===== config.mk =====
export PLATFORM = sky130hd
export DESIGN_NAME = xlat_walker
export DESIGN_NICKNAME = d
export VERILOG_FILES = /design/src/rtl/xw_pkg.sv /design/src/rtl/xw_perm.sv /design/src/rtl/xw_fault.sv /design/src/rtl/xw_walk_ctrl.sv /design/src/rtl/xlat_walker.sv
export SDC_FILE = /design/constraint.sdc
export NUM_CORES = 1
export LEC_CHECK = 0
export BUFFER_PORTS_ARGS = -buffer_cell sky130_fd_sc_hd__buf_4
export CAP_MARGIN = 20
export CORE_UTILIZATION = 34
export CTS_BUF_LIST = sky130_fd_sc_hd__clkbuf_4 sky130_fd_sc_hd__clkbuf_8
export DETAILED_ROUTE_END_ITERATION = 8
export GPL_TIMING_DRIVEN = 0
export PLACE_DENSITY = 0.56
export SYNTH_ARGS = -nofsm -noshare
export SYNTH_HDL_FRONTEND = slang
export SYNTH_SLANG_ARGS = --single-unit

===== constraint.sdc =====
create_clock -name clk -period 4.9 [get_ports clk]
set_input_delay 0.735 -clock clk [delete_from_list [all_inputs] [get_ports clk]]
set_output_delay 0.735 -clock clk [all_outputs]
set_load 0.02 [all_outputs]

===== src/rtl/xw_pkg.sv =====
package xw_pkg;
  typedef enum logic [2:0] {
    ST_IDLE,
    ST_L1_REQ,
    ST_L1_WAIT,
    ST_L2_REQ,
    ST_L2_WAIT,
    ST_RESP
  } walk_st_e;

  typedef enum logic [1:0] {
    CAUSE_NONE = 2'd0,
    CAUSE_L1   = 2'd1,
    CAUSE_L2   = 2'd2,
    CAUSE_PERM = 2'd3
  } flt_cause_e;

  // entry field positions decoded by the walker
  localparam int DIR_VALID_LSB = 0;
  localparam logic [1:0] DIR_VALID_CODE = 2'b01;
  localparam int LEAF_VALID_BIT = 1;
  localparam int DOM_LSB = 4;
endpackage


===== src/rtl/xw_perm.sv =====
module xw_perm #(
  parameter int DOM_W = 4,
  localparam int NUM_DOM = 1 << DOM_W
) (
  input  logic [DOM_W-1:0]   dom_idx,
  input  logic               is_write,
  input  logic [NUM_DOM-1:0] rd_allow,
  input  logic [NUM_DOM-1:0] wr_allow,
  output logic               allow
);
  logic [NUM_DOM-1:0] grant;

  // per-domain grant for the current access direction
  for (genvar g = 0; g < NUM_DOM; g++) begin : g_dom
    assign grant[g] = is_write ? wr_allow[g] : rd_allow[g];
  end

  assign allow = grant[dom_idx];
endmodule


===== src/rtl/xw_fault.sv =====
module xw_fault #(
  parameter int AW = 32
) (
  input  logic          clk,
  input  logic          rst_n,
  input  logic          flt_set,
  input  logic [1:0]    flt_code,
  input  logic [AW-1:0] flt_va,
  input  logic          flt_clear,
  output logic          flt_valid,
  output logic [1:0]    flt_cause,
  output logic [AW-1:0] flt_addr
);
  always_ff @(posedge clk or negedge rst_n) begin
    if (!rst_n) begin
      flt_cause <= 2'd0;
      flt_addr  <= '0;
    end else if (flt_set) begin
      flt_cause <= flt_code;
      flt_addr  <= flt_va;
    end else if (flt_clear) begin
      flt_cause <= 2'd0;
    end
  end

  assign flt_valid = (flt_cause != 2'd0);

  AST_FAULT_STICKY: assert property (@(posedge clk) disable iff (!rst_n)
    flt_valid && !flt_clear |=> flt_valid && $stable(flt_addr) && $stable(flt_cause))
    else $error("fault changed without clear");

  AST_FAULT_CLEARS: assert property (@(posedge clk) disable iff (!rst_n)
    flt_clear && !flt_set |=> !flt_valid)
    else $error("fault not cleared");

  AST_NO_SET_WHILE_HELD: assert property (@(posedge clk) disable iff (!rst_n)
    flt_set |-> !flt_valid)
    else $error("walk faulted while a fault was held");
endmodule


===== src/rtl/xw_walk_ctrl.sv =====
module xw_walk_ctrl
  import xw_pkg::*;
#(
  parameter int AW       = 32,
  parameter int OFS_W    = 12,
  parameter int L2_IDX_W = 8,
  parameter int DOM_W    = 4,
  localparam int L1_IDX_W = AW - OFS_W - L2_IDX_W,
  localparam int PTR_LSB  = L2_IDX_W + 2
) (
  input  logic             clk,
  input  logic             rst_n,
  input  logic             req_valid,
  output logic             req_ready,
  input  logic [AW-1:0]    req_vaddr,
  input  logic             req_write,
  output logic             rsp_valid,
  input  logic             rsp_ready,
  output logic [AW-1:0]    rsp_paddr,
  output logic             mem_rd_valid,
  input  logic             mem_rd_ready,
  output logic [AW-1:0]    mem_rd_addr,
  input  logic             mem_rsp_valid,
  input  logic [AW-1:0]    mem_rsp_data,
  input  logic [AW-1:0]    tbl_base,
  input  logic             bypass_en,
  input  logic             flt_pending,
  output logic [DOM_W-1:0] dom_idx,
  output logic             acc_write,
  input  logic             perm_ok,
  output logic             flt_set,
  output logic [1:0]       flt_code,
  output logic [AW-1:0]    flt_va
);
  walk_st_e      st_q;
  logic [AW-1:0] va_q;
  logic [AW-1:0] pa_q;
  logic [AW-1:0] fetch_q;
  logic          wr_q;
  logic          dir_ok;
  logic          leaf_ok;
  logic          unused_bits;

  assign dir_ok  = mem_rsp_data[DIR_VALID_LSB +: 2] == DIR_VALID_CODE;
  assign leaf_ok = mem_rsp_data[LEAF_VALID_BIT];
  assign dom_idx = mem_rsp_data[DOM_LSB +: DOM_W];
  assign acc_write = wr_q;
  assign unused_bits = ^{mem_rsp_data[PTR_LSB-1:DOM_LSB+DOM_W], mem_rsp_data[DOM_LSB-1:2]};

  assign req_ready    = (st_q == ST_IDLE) && !flt_pending;
  assign rsp_valid    = (st_q == ST_RESP);
  assign rsp_paddr    = pa_q;
  assign mem_rd_valid = (st_q == ST_L1_REQ) || (st_q == ST_L2_REQ);
  assign mem_rd_addr  = fetch_q;
  assign flt_va       = va_q;

  always_comb begin
    flt_set  = 1'b0;
    flt_code = CAUSE_NONE;
    if (mem_rsp_valid && st_q == ST_L1_WAIT && !dir_ok) begin
      flt_set  = 1'b1;
      flt_code = CAUSE_L1;
    end else if (mem_rsp_valid && st_q == ST_L2_WAIT) begin
      if (!leaf_ok) begin
        flt_set  = 1'b1;
        flt_code = CAUSE_L2;
      end else if (!perm_ok) begin
        flt_set  = 1'b1;
        flt_code = CAUSE_PERM;
      end
    end
  end

  always_ff @(posedge clk or negedge rst_n) begin
    if (!rst_n) begin
      st_q    <= ST_IDLE;
      va_q    <= '0;
      pa_q    <= '0;
      fetch_q <= '0;
      wr_q    <= 1'b0;
    end else begin
      case (st_q)
        ST_IDLE: begin
          if (req_valid && req_ready) begin
            va_q    <= req_vaddr;
            wr_q    <= req_write;
            fetch_q <= tbl_base + {{(AW-L1_IDX_W-2){1'b0}}, req_vaddr[AW-1 -: L1_IDX_W], 2'b00};
            if (bypass_en) begin
              pa_q <= req_vaddr;
              st_q <= ST_RESP;
            end else begin
              st_q <= ST_L1_REQ;
            end
          end
        end
        ST_L1_REQ: if (mem_rd_ready) st_q <= ST_L1_WAIT;
        ST_L1_WAIT: begin
          if (mem_rsp_valid) begin
            if (dir_ok) begin
              fetch_q <= {mem_rsp_data[AW-1:PTR_LSB], va_q[OFS_W +: L2_IDX_W], 2'b00};
              st_q    <= ST_L2_REQ;
            end else begin
              st_q <= ST_IDLE;
            end
          end
        end
        ST_L2_REQ: if (mem_rd_ready) st_q <= ST_L2_WAIT;
        ST_L2_WAIT: begin
          if (mem_rsp_valid) begin
            if (leaf_ok && perm_ok) begin
              pa_q <= {mem_rsp_data[AW-1:OFS_W], va_q[OFS_W-1:0]};
              st_q <= ST_RESP;
            end else begin
              st_q <= ST_IDLE;
            end
          end
        end
        ST_RESP: if (rsp_ready) st_q <= ST_IDLE;
        default: st_q <= ST_IDLE;
      endcase
    end
  end

  AST_FETCH_HOLD: assert property (@(posedge clk) disable iff (!rst_n)
    mem_rd_valid && !mem_rd_ready |=> mem_rd_valid && $stable(mem_rd_addr))
    else $error("fetch request dropped or changed");

  AST_RESP_HOLD: assert property (@(posedge clk) disable iff (!rst_n)
    rsp_valid && !rsp_ready |=> rsp_valid && $stable(rsp_paddr))
    else $error("response dropped or changed");

  AST_ONE_WALK: assert property (@(posedge clk) disable iff (!rst_n)
    req_ready |-> !rsp_valid && !mem_rd_valid)
    else $error("request accepted while busy");

  AST_PAGE_OFFSET: assert property (@(posedge clk) disable iff (!rst_n)
    rsp_valid |-> rsp_paddr[OFS_W-1:0] == va_q[OFS_W-1:0])
    else $error("page offset not preserved");

  AST_NO_RESP_ON_FAULT: assert property (@(posedge clk) disable iff (!rst_n)
    flt_set |=> !rsp_valid && !mem_rd_valid)
    else $error("walk continued after fault");
endmodule


===== src/rtl/xlat_walker.sv =====
module xlat_walker #(
  parameter int AW       = 32,
  parameter int OFS_W    = 12,
  parameter int L2_IDX_W = 8,
  parameter int DOM_W    = 4,
  localparam int NUM_DOM = 1 << DOM_W
) (
  input  logic               clk,
  input  logic               rst_n,
  input  logic               req_valid,
  output logic               req_ready,
  input  logic [AW-1:0]      req_vaddr,
  input  logic               req_write,
  output logic               rsp_valid,
  input  logic               rsp_ready,
  output logic [AW-1:0]      rsp_paddr,
  output logic               mem_rd_valid,
  input  logic               mem_rd_ready,
  output logic [AW-1:0]      mem_rd_addr,
  input  logic               mem_rsp_valid,
  input  logic [AW-1:0]      mem_rsp_data,
  input  logic [AW-1:0]      tbl_base,
  input  logic               bypass_en,
  input  logic [NUM_DOM-1:0] dom_rd_allow,
  input  logic [NUM_DOM-1:0] dom_wr_allow,
  output logic               flt_valid,
  output logic [1:0]         flt_cause,
  output logic [AW-1:0]      flt_addr,
  input  logic               flt_clear
);
  logic [DOM_W-1:0] dom_idx;
  logic             acc_write;
  logic             perm_ok;
  logic             flt_set;
  logic [1:0]       flt_code;
  logic [AW-1:0]    flt_va;

  xw_walk_ctrl #(.AW(AW), .OFS_W(OFS_W), .L2_IDX_W(L2_IDX_W), .DOM_W(DOM_W)) u_ctrl (
    .clk(clk), .rst_n(rst_n),
    .req_valid(req_valid), .req_ready(req_ready), .req_vaddr(req_vaddr), .req_write(req_write),
    .rsp_valid(rsp_valid), .rsp_ready(rsp_ready), .rsp_paddr(rsp_paddr),
    .mem_rd_valid(mem_rd_valid), .mem_rd_ready(mem_rd_ready), .mem_rd_addr(mem_rd_addr),
    .mem_rsp_valid(mem_rsp_valid), .mem_rsp_data(mem_rsp_data),
    .tbl_base(tbl_base), .bypass_en(bypass_en), .flt_pending(flt_valid),
    .dom_idx(dom_idx), .acc_write(acc_write), .perm_ok(perm_ok),
    .flt_set(flt_set), .flt_code(flt_code), .flt_va(flt_va)
  );

  xw_perm #(.DOM_W(DOM_W)) u_perm (
    .dom_idx(dom_idx), .is_write(acc_write),
    .rd_allow(dom_rd_allow), .wr_allow(dom_wr_allow), .allow(perm_ok)
  );

  xw_fault #(.AW(AW)) u_fault (
    .clk(clk), .rst_n(rst_n),
    .flt_set(flt_set), .flt_code(flt_code), .flt_va(flt_va), .flt_clear(flt_clear),
    .flt_valid(flt_valid), .flt_cause(flt_cause), .flt_addr(flt_addr)
  );
endmodule


* Word level (Yosys, flattened, before mapping)
Index checks and enable logic that the tools add are counted. Widths: inputs -> output; s select.
Operators by class: $add $sub $neg 1, magnitude comparators 1, eq/ne operators 15, multiplexer cells 47, reduce and logical (&&, ||, !) cells 18
Operators with widths (count):
- $mux 32 | 7
- $pmux 32 s2 | 2
- $add 32x14->32 | 1
- $mux 3 | 8
- $mux 1 | 21
- $pmux 3 s6 | 1
- $mux 2 | 7
- $ne 2x2->1 const B | 7
- $reduce_bool 2->1 | 4
- $eq 3x2->1 const B | 2
- $eq 3x3->1 const B | 2
- $logic_and 1x1->1 | 6
- $reduce_and 6->1 | 1
- $lt 4x5->1 const B | 1
- $reduce_and 5->1 | 1
- $bmux 1 s4 | 1
- $ne 2x1->1 const B | 2
- $reduce_and 4->1 | 1
- $eq 3x1->1 const B | 1
- $logic_not 3->1 | 1
- $eq 2x1->1 const B | 1
- $logic_not 1->1 | 2
- $reduce_and 2->1 | 1
- $logic_or 1x1->1 | 1
Storage, ports and cells: bits in registers 134, bits of input ports 137

* Longest topological paths before layout
depth after elaboration 8, gate-level depth with buffers 10, gate-level depth less buffers 9

* Hierarchy
A second synthesis with hierarchy kept.
Second synthesis, totals: cell total of the unflattened synthesis 721, area total of the unflattened synthesis 7031.7 µm²
Modules (own cells, without submodules):
- xw_walk_ctrl | instances 1, cells an instance 603, area an instance 5287.6 µm², seq. area each 2502.4 µm²
- xw_fault | instances 1, cells an instance 77, area an instance 1418.9 µm², seq. area each 850.8 µm²
- xw_perm | instances 1, cells an instance 41, area an instance 325.3 µm², seq. area each 0.0 µm²

* Worst setup path before layout
Ideal clock, no wire load.
path kind input -> register, start in req_vaddr[20], end reg u_ctrl.fetch_q[12], in the netlist u_ctrl.mem_rd_addr[12], library setup time 82 ps, data arrival time 2880 ps, required time 4818 ps, path slack 1938 ps, stages on the path 9, buffers on the path 0, path through ha_1 -> fa_1 -> a211oi_2 -> o21ai_1 -> a21o_1 -> a21o_1 -> a21o_1 -> or4b_1 -> a31oi_1
On the way: cells in the longest elaborated chain, start to end 3
RTL lines:
- from (decl) | line xlat_walker.sv:12 | input logic [AW-1:0] req_vaddr,
- $add 32x14->32 | line xw_walk_ctrl.sv:87 | fetch_q <= tbl_base + {{(AW-L1_IDX_W-2){1'b0}}, req_vaddr[AW-1 -: L1_IDX_W], 2'b00};
- $mux 32 | line xw_walk_ctrl.sv:84 | if (req_valid && req_ready) begin
- $pmux 32 s2 | line xw_walk_ctrl.sv:82 | case (st_q)
- to (signal assigned) | line xw_walk_ctrl.sv:87
- to (signal assigned) | line xw_walk_ctrl.sv:100 | fetch_q <= {mem_rsp_data[AW-1:PTR_LSB], va_q[OFS_W +: L2_IDX_W], 2'b00};
- to (decl) | line xw_walk_ctrl.sv:38 | logic [AW-1:0] fetch_q;
No other way between the ends. The select of a mux whose other input is x is not followed. A chain may end at the register's enable or synchronous reset.

* Worst setup path after layout
start in req_vaddr[20], end reg u_ctrl.fetch_q[14], in the netlist u_ctrl.mem_rd_addr[14]
Same word-level chain as after synthesis.

==> results by group <==
CTS
  • Clock transition at the registers of the reported paths: 0.08 ns
  • CTS-repair resized insts: 0
  • Clk Latency, worst-skew pair: 0.45 ns
  • Num Clock Sinks: 134
  • H-Tree Depth: 4
  • Postcts setup bufs: 0
  • CTS Hold Buffers Added: 0
  • CTS max path bufs: 2
  • Root Buffer: clkbuf_8
  • Total clock buffers created by CTS: 17
  • CTS tree: yes

GRT
  • Largest net degree at the start of global routing: 87
  • Top Usage Layer GRT: met2
  • Grt met3 use: 5.580%
  • First-pass GRT wire length: 35,070 um
  • Initial antenna violation count: 0
  • Total GRT Usage: 21.62%
  • GR met1 Demand/Resource: 29.66%
  • Vias in the first global route: 6,163
  • Grt ovf: 0
  • Met2 Use GR: 33.73%

Routing
  • Wirelength, routed: 22,040 um
  • DR iter-0 viols: 309
  • DR WL/cell: 18.06 um
  • Via Count: 6,062
  • Routed vias/inst: 4.969
  • # DRC: 0
  • Final ANT Viol Nets: 0
  • Pre-Repair DR Iteration Count: 5

Critical path
  • Crit Path Max Fanout: 8
  • Crit end category: flip-flop
  • Reg2reg path depth: 8
  • Crit Path Class: input pin to flip-flop
  • Required time worst endpoint: 5.21 ns
  • Crit path launch type: input pin
  • CP Data Arrival Time: 3.25 ns

Finish
  • Final core occ: 47.40%
  • Filler Cell Count: 1,997
  • FF/Latch Area: 3353 um^2
  • Most frequent cells in the layout: 235 x buf_4, 144 x nand2_1, 134 x dfrtp_1
  • Area growth syn-to-layout: 36.71%
  • Commonest non-fill, non-tap cell in the layout: buf_4
  • Antenna cells: 0
  • Multi-input logic area: 3442 um^2
  • Final nets: 1,087
  • Layout cells sized above 1: 39.58%

Synth
  • Post-synth EDFFs: 0
  • Register bit total from synthesis: 134
  • Most common flop cell mapped by yosys: dfrtp_1
  • Seq/Total Area, Yosys: 47.95%
  • Yosys cell types: 54
  • Synth async-reset ratio: 100.0%
  • Syn_nets: 834
  • Netlist Area Pre-Place: 6993 um^2
  • Cell count after synthesis: 684
  • Yosys warns: 0
  • Syn Area/Cell: 10.22 um^2

STA
  • Worst-Margin Slew: 0.7932 ns
  • Final Skew: 0.01232 ns
  • Slew HR: 46.89%
  • Fin crit share: 60.06%
  • RSZ-0062 raised after global routing: false
  • Max-slew violations: 0
  • Maximum clock frequency: 339.8 MHz
  • Tmin final: 2.943 ns
  • Final setup vio count: 0
  • Final hold violations: 0
  • Setup TNS: 0 ns

Placed design
  • IO Port Bufs: 233
  • DP HPWL: 16,780 um
  • Gpl congestion: 0.8150

Floorplan
  • Die Y: 145.4 um
  • Die area: 21,150 um^2
  • Row cnt: 52
  • Core Box Area: 20,170 um^2
  • Chip Width: 145.4 um
  • Ports: 239
  • Initial Util: 34.67%

Run status
  • Status: finished, final reports clean

Min path
  • Min-Delay Path Class: input pin to asynchronous set/reset pin

Power and ir drop
  • PwrDens: 603.0 nW/um^2
  • Max VDD drop: 0.0002868 V
  • Leak: 4.570 nW

Flow run
  • MaxCap Viol Count: 0
-- cells in the mapped netlist, types with 2 or more instances --
cell,number,area [um^2]
nand2_1,144,540.5
dfrtp_1,134,3353
mux2_2,84,945.9
a21oi_1,39,195.2
nor2_1,32,120.1
nand3_1,25,125.1
o21ai_0,21,105.1
xor2_1,20,175.2
clkbuf_1,19,71.32
mux2i_1,17,170.2
ha_1,12,150.1
mux2_1,12,135.1
o22ai_1,12,75.07
and3_1,8,50.05
nand4_1,7,43.79
nor3_1,7,35.03
o211ai_1,6,45.04
buf_2,5,25.02
buf_6,5,56.30
nor2b_1,5,31.28
nor3b_1,5,37.54
o21ai_2,5,43.79
a31oi_1,4,25.02
inv_1,4,15.01
xnor2_1,4,35.03
a211oi_1,3,22.52
a21o_1,3,22.52
a22oi_1,3,22.52
buf_4,3,22.52
nand2b_1,3,18.77
o21a_1,3,22.52
or3_1,3,18.77
and2_1,2,12.51
buf_1,2,7.510
nand3b_1,2,15.01
nor4_1,2,12.51
or2_2,2,12.51
-- critical path, cell delays in order --
cell and delay [ns]:
buf_4 0.14, ha_1 0.23, fa_1 0.45, a211oi_2 0.27
o21ai_1 0.15, a21oi_1 0.37, o211ai_1 0.38, o211ai_1 0.41
a21oi_1 0.11
-- final cells by class --
class                   instances  share of cell area (%)
clock buffers                  19                   2.670
inverters                       4                  0.1570
repair buffers                234                   18.62
plain buffers                  34                   1.911
multi-input cells             512                   36.00
clock inverters                13                   2.029
flip-flops and latches        134                   35.07
well taps                     270                   3.534
-- state kept, by name, summed over array words and instances (netlist names) --
name and flops:
u_fault.flt_addr 32, u_ctrl.flt_va 32, u_ctrl.st_q 3, u_fault.flt_cause 2, u_ctrl.acc_write 1, u_ctrl.rsp_paddr 32, u_ctrl.mem_rd_addr 32
-- through the flow --
stage	cells	cell area (um^2)	power, mW	setup slack, ns	hold slack [ns]
after floorplan	684	6993	3.551	1.938	0.4385
after global placement	1187	9080	4.716	1.573	0.4541
after detailed placement	1188	9111	4.755	1.527	0.4590
after CTS	1220	9560	5.832	2.018	0.2075
after global routing	1220	9560	6.144	1.810	0.2198
final	1220	9560	5.765	1.957	0.2057
-- metal layers --
metal  share of wire [%]  vias to the layer above
li1                    -                     2910
met4                 1.5                        0
met1                  47                     2946
met3                 5.8                       21
met5                   0                        -
met2                  46                      185
-- worst paths after layout --
kind	from	endpoint	slack [ns]
worst max-delay path	req_vaddr[20]	u_ctrl.mem_rd_addr[14]	1.96
worst min-delay path	rst_n	u_fault.flt_addr[21]	0.21
worst max register to register	u_fault.flt_cause[1]	u_ctrl.rsp_paddr[4]	2.23
worst min register to register	u_ctrl.mem_rd_addr[1]	u_ctrl.mem_rd_addr[1]	0.47
max in group asynchronous	rst_n	u_fault.flt_addr[0]	3.88
min in group clk	u_ctrl.mem_rd_addr[1]	u_ctrl.mem_rd_addr[1]	0.47
-- where the power goes --
part	switching, mW	total, mW	internal [mW]
Clock	0.474	1.06	0.582
Sequential	0.302	1.94	1.64
Combinational	1.56	2.77	1.21
-- cell families after synthesis --
family	synth area share (%)
mux	17.89
compound gates	9.805
fa+ha+maj	2.433
flops	47.95
buf+inv	2.827
simple gates	16.09
xor+xnor	3.006
Note: power is estimated with default switching activity, not from simulation.
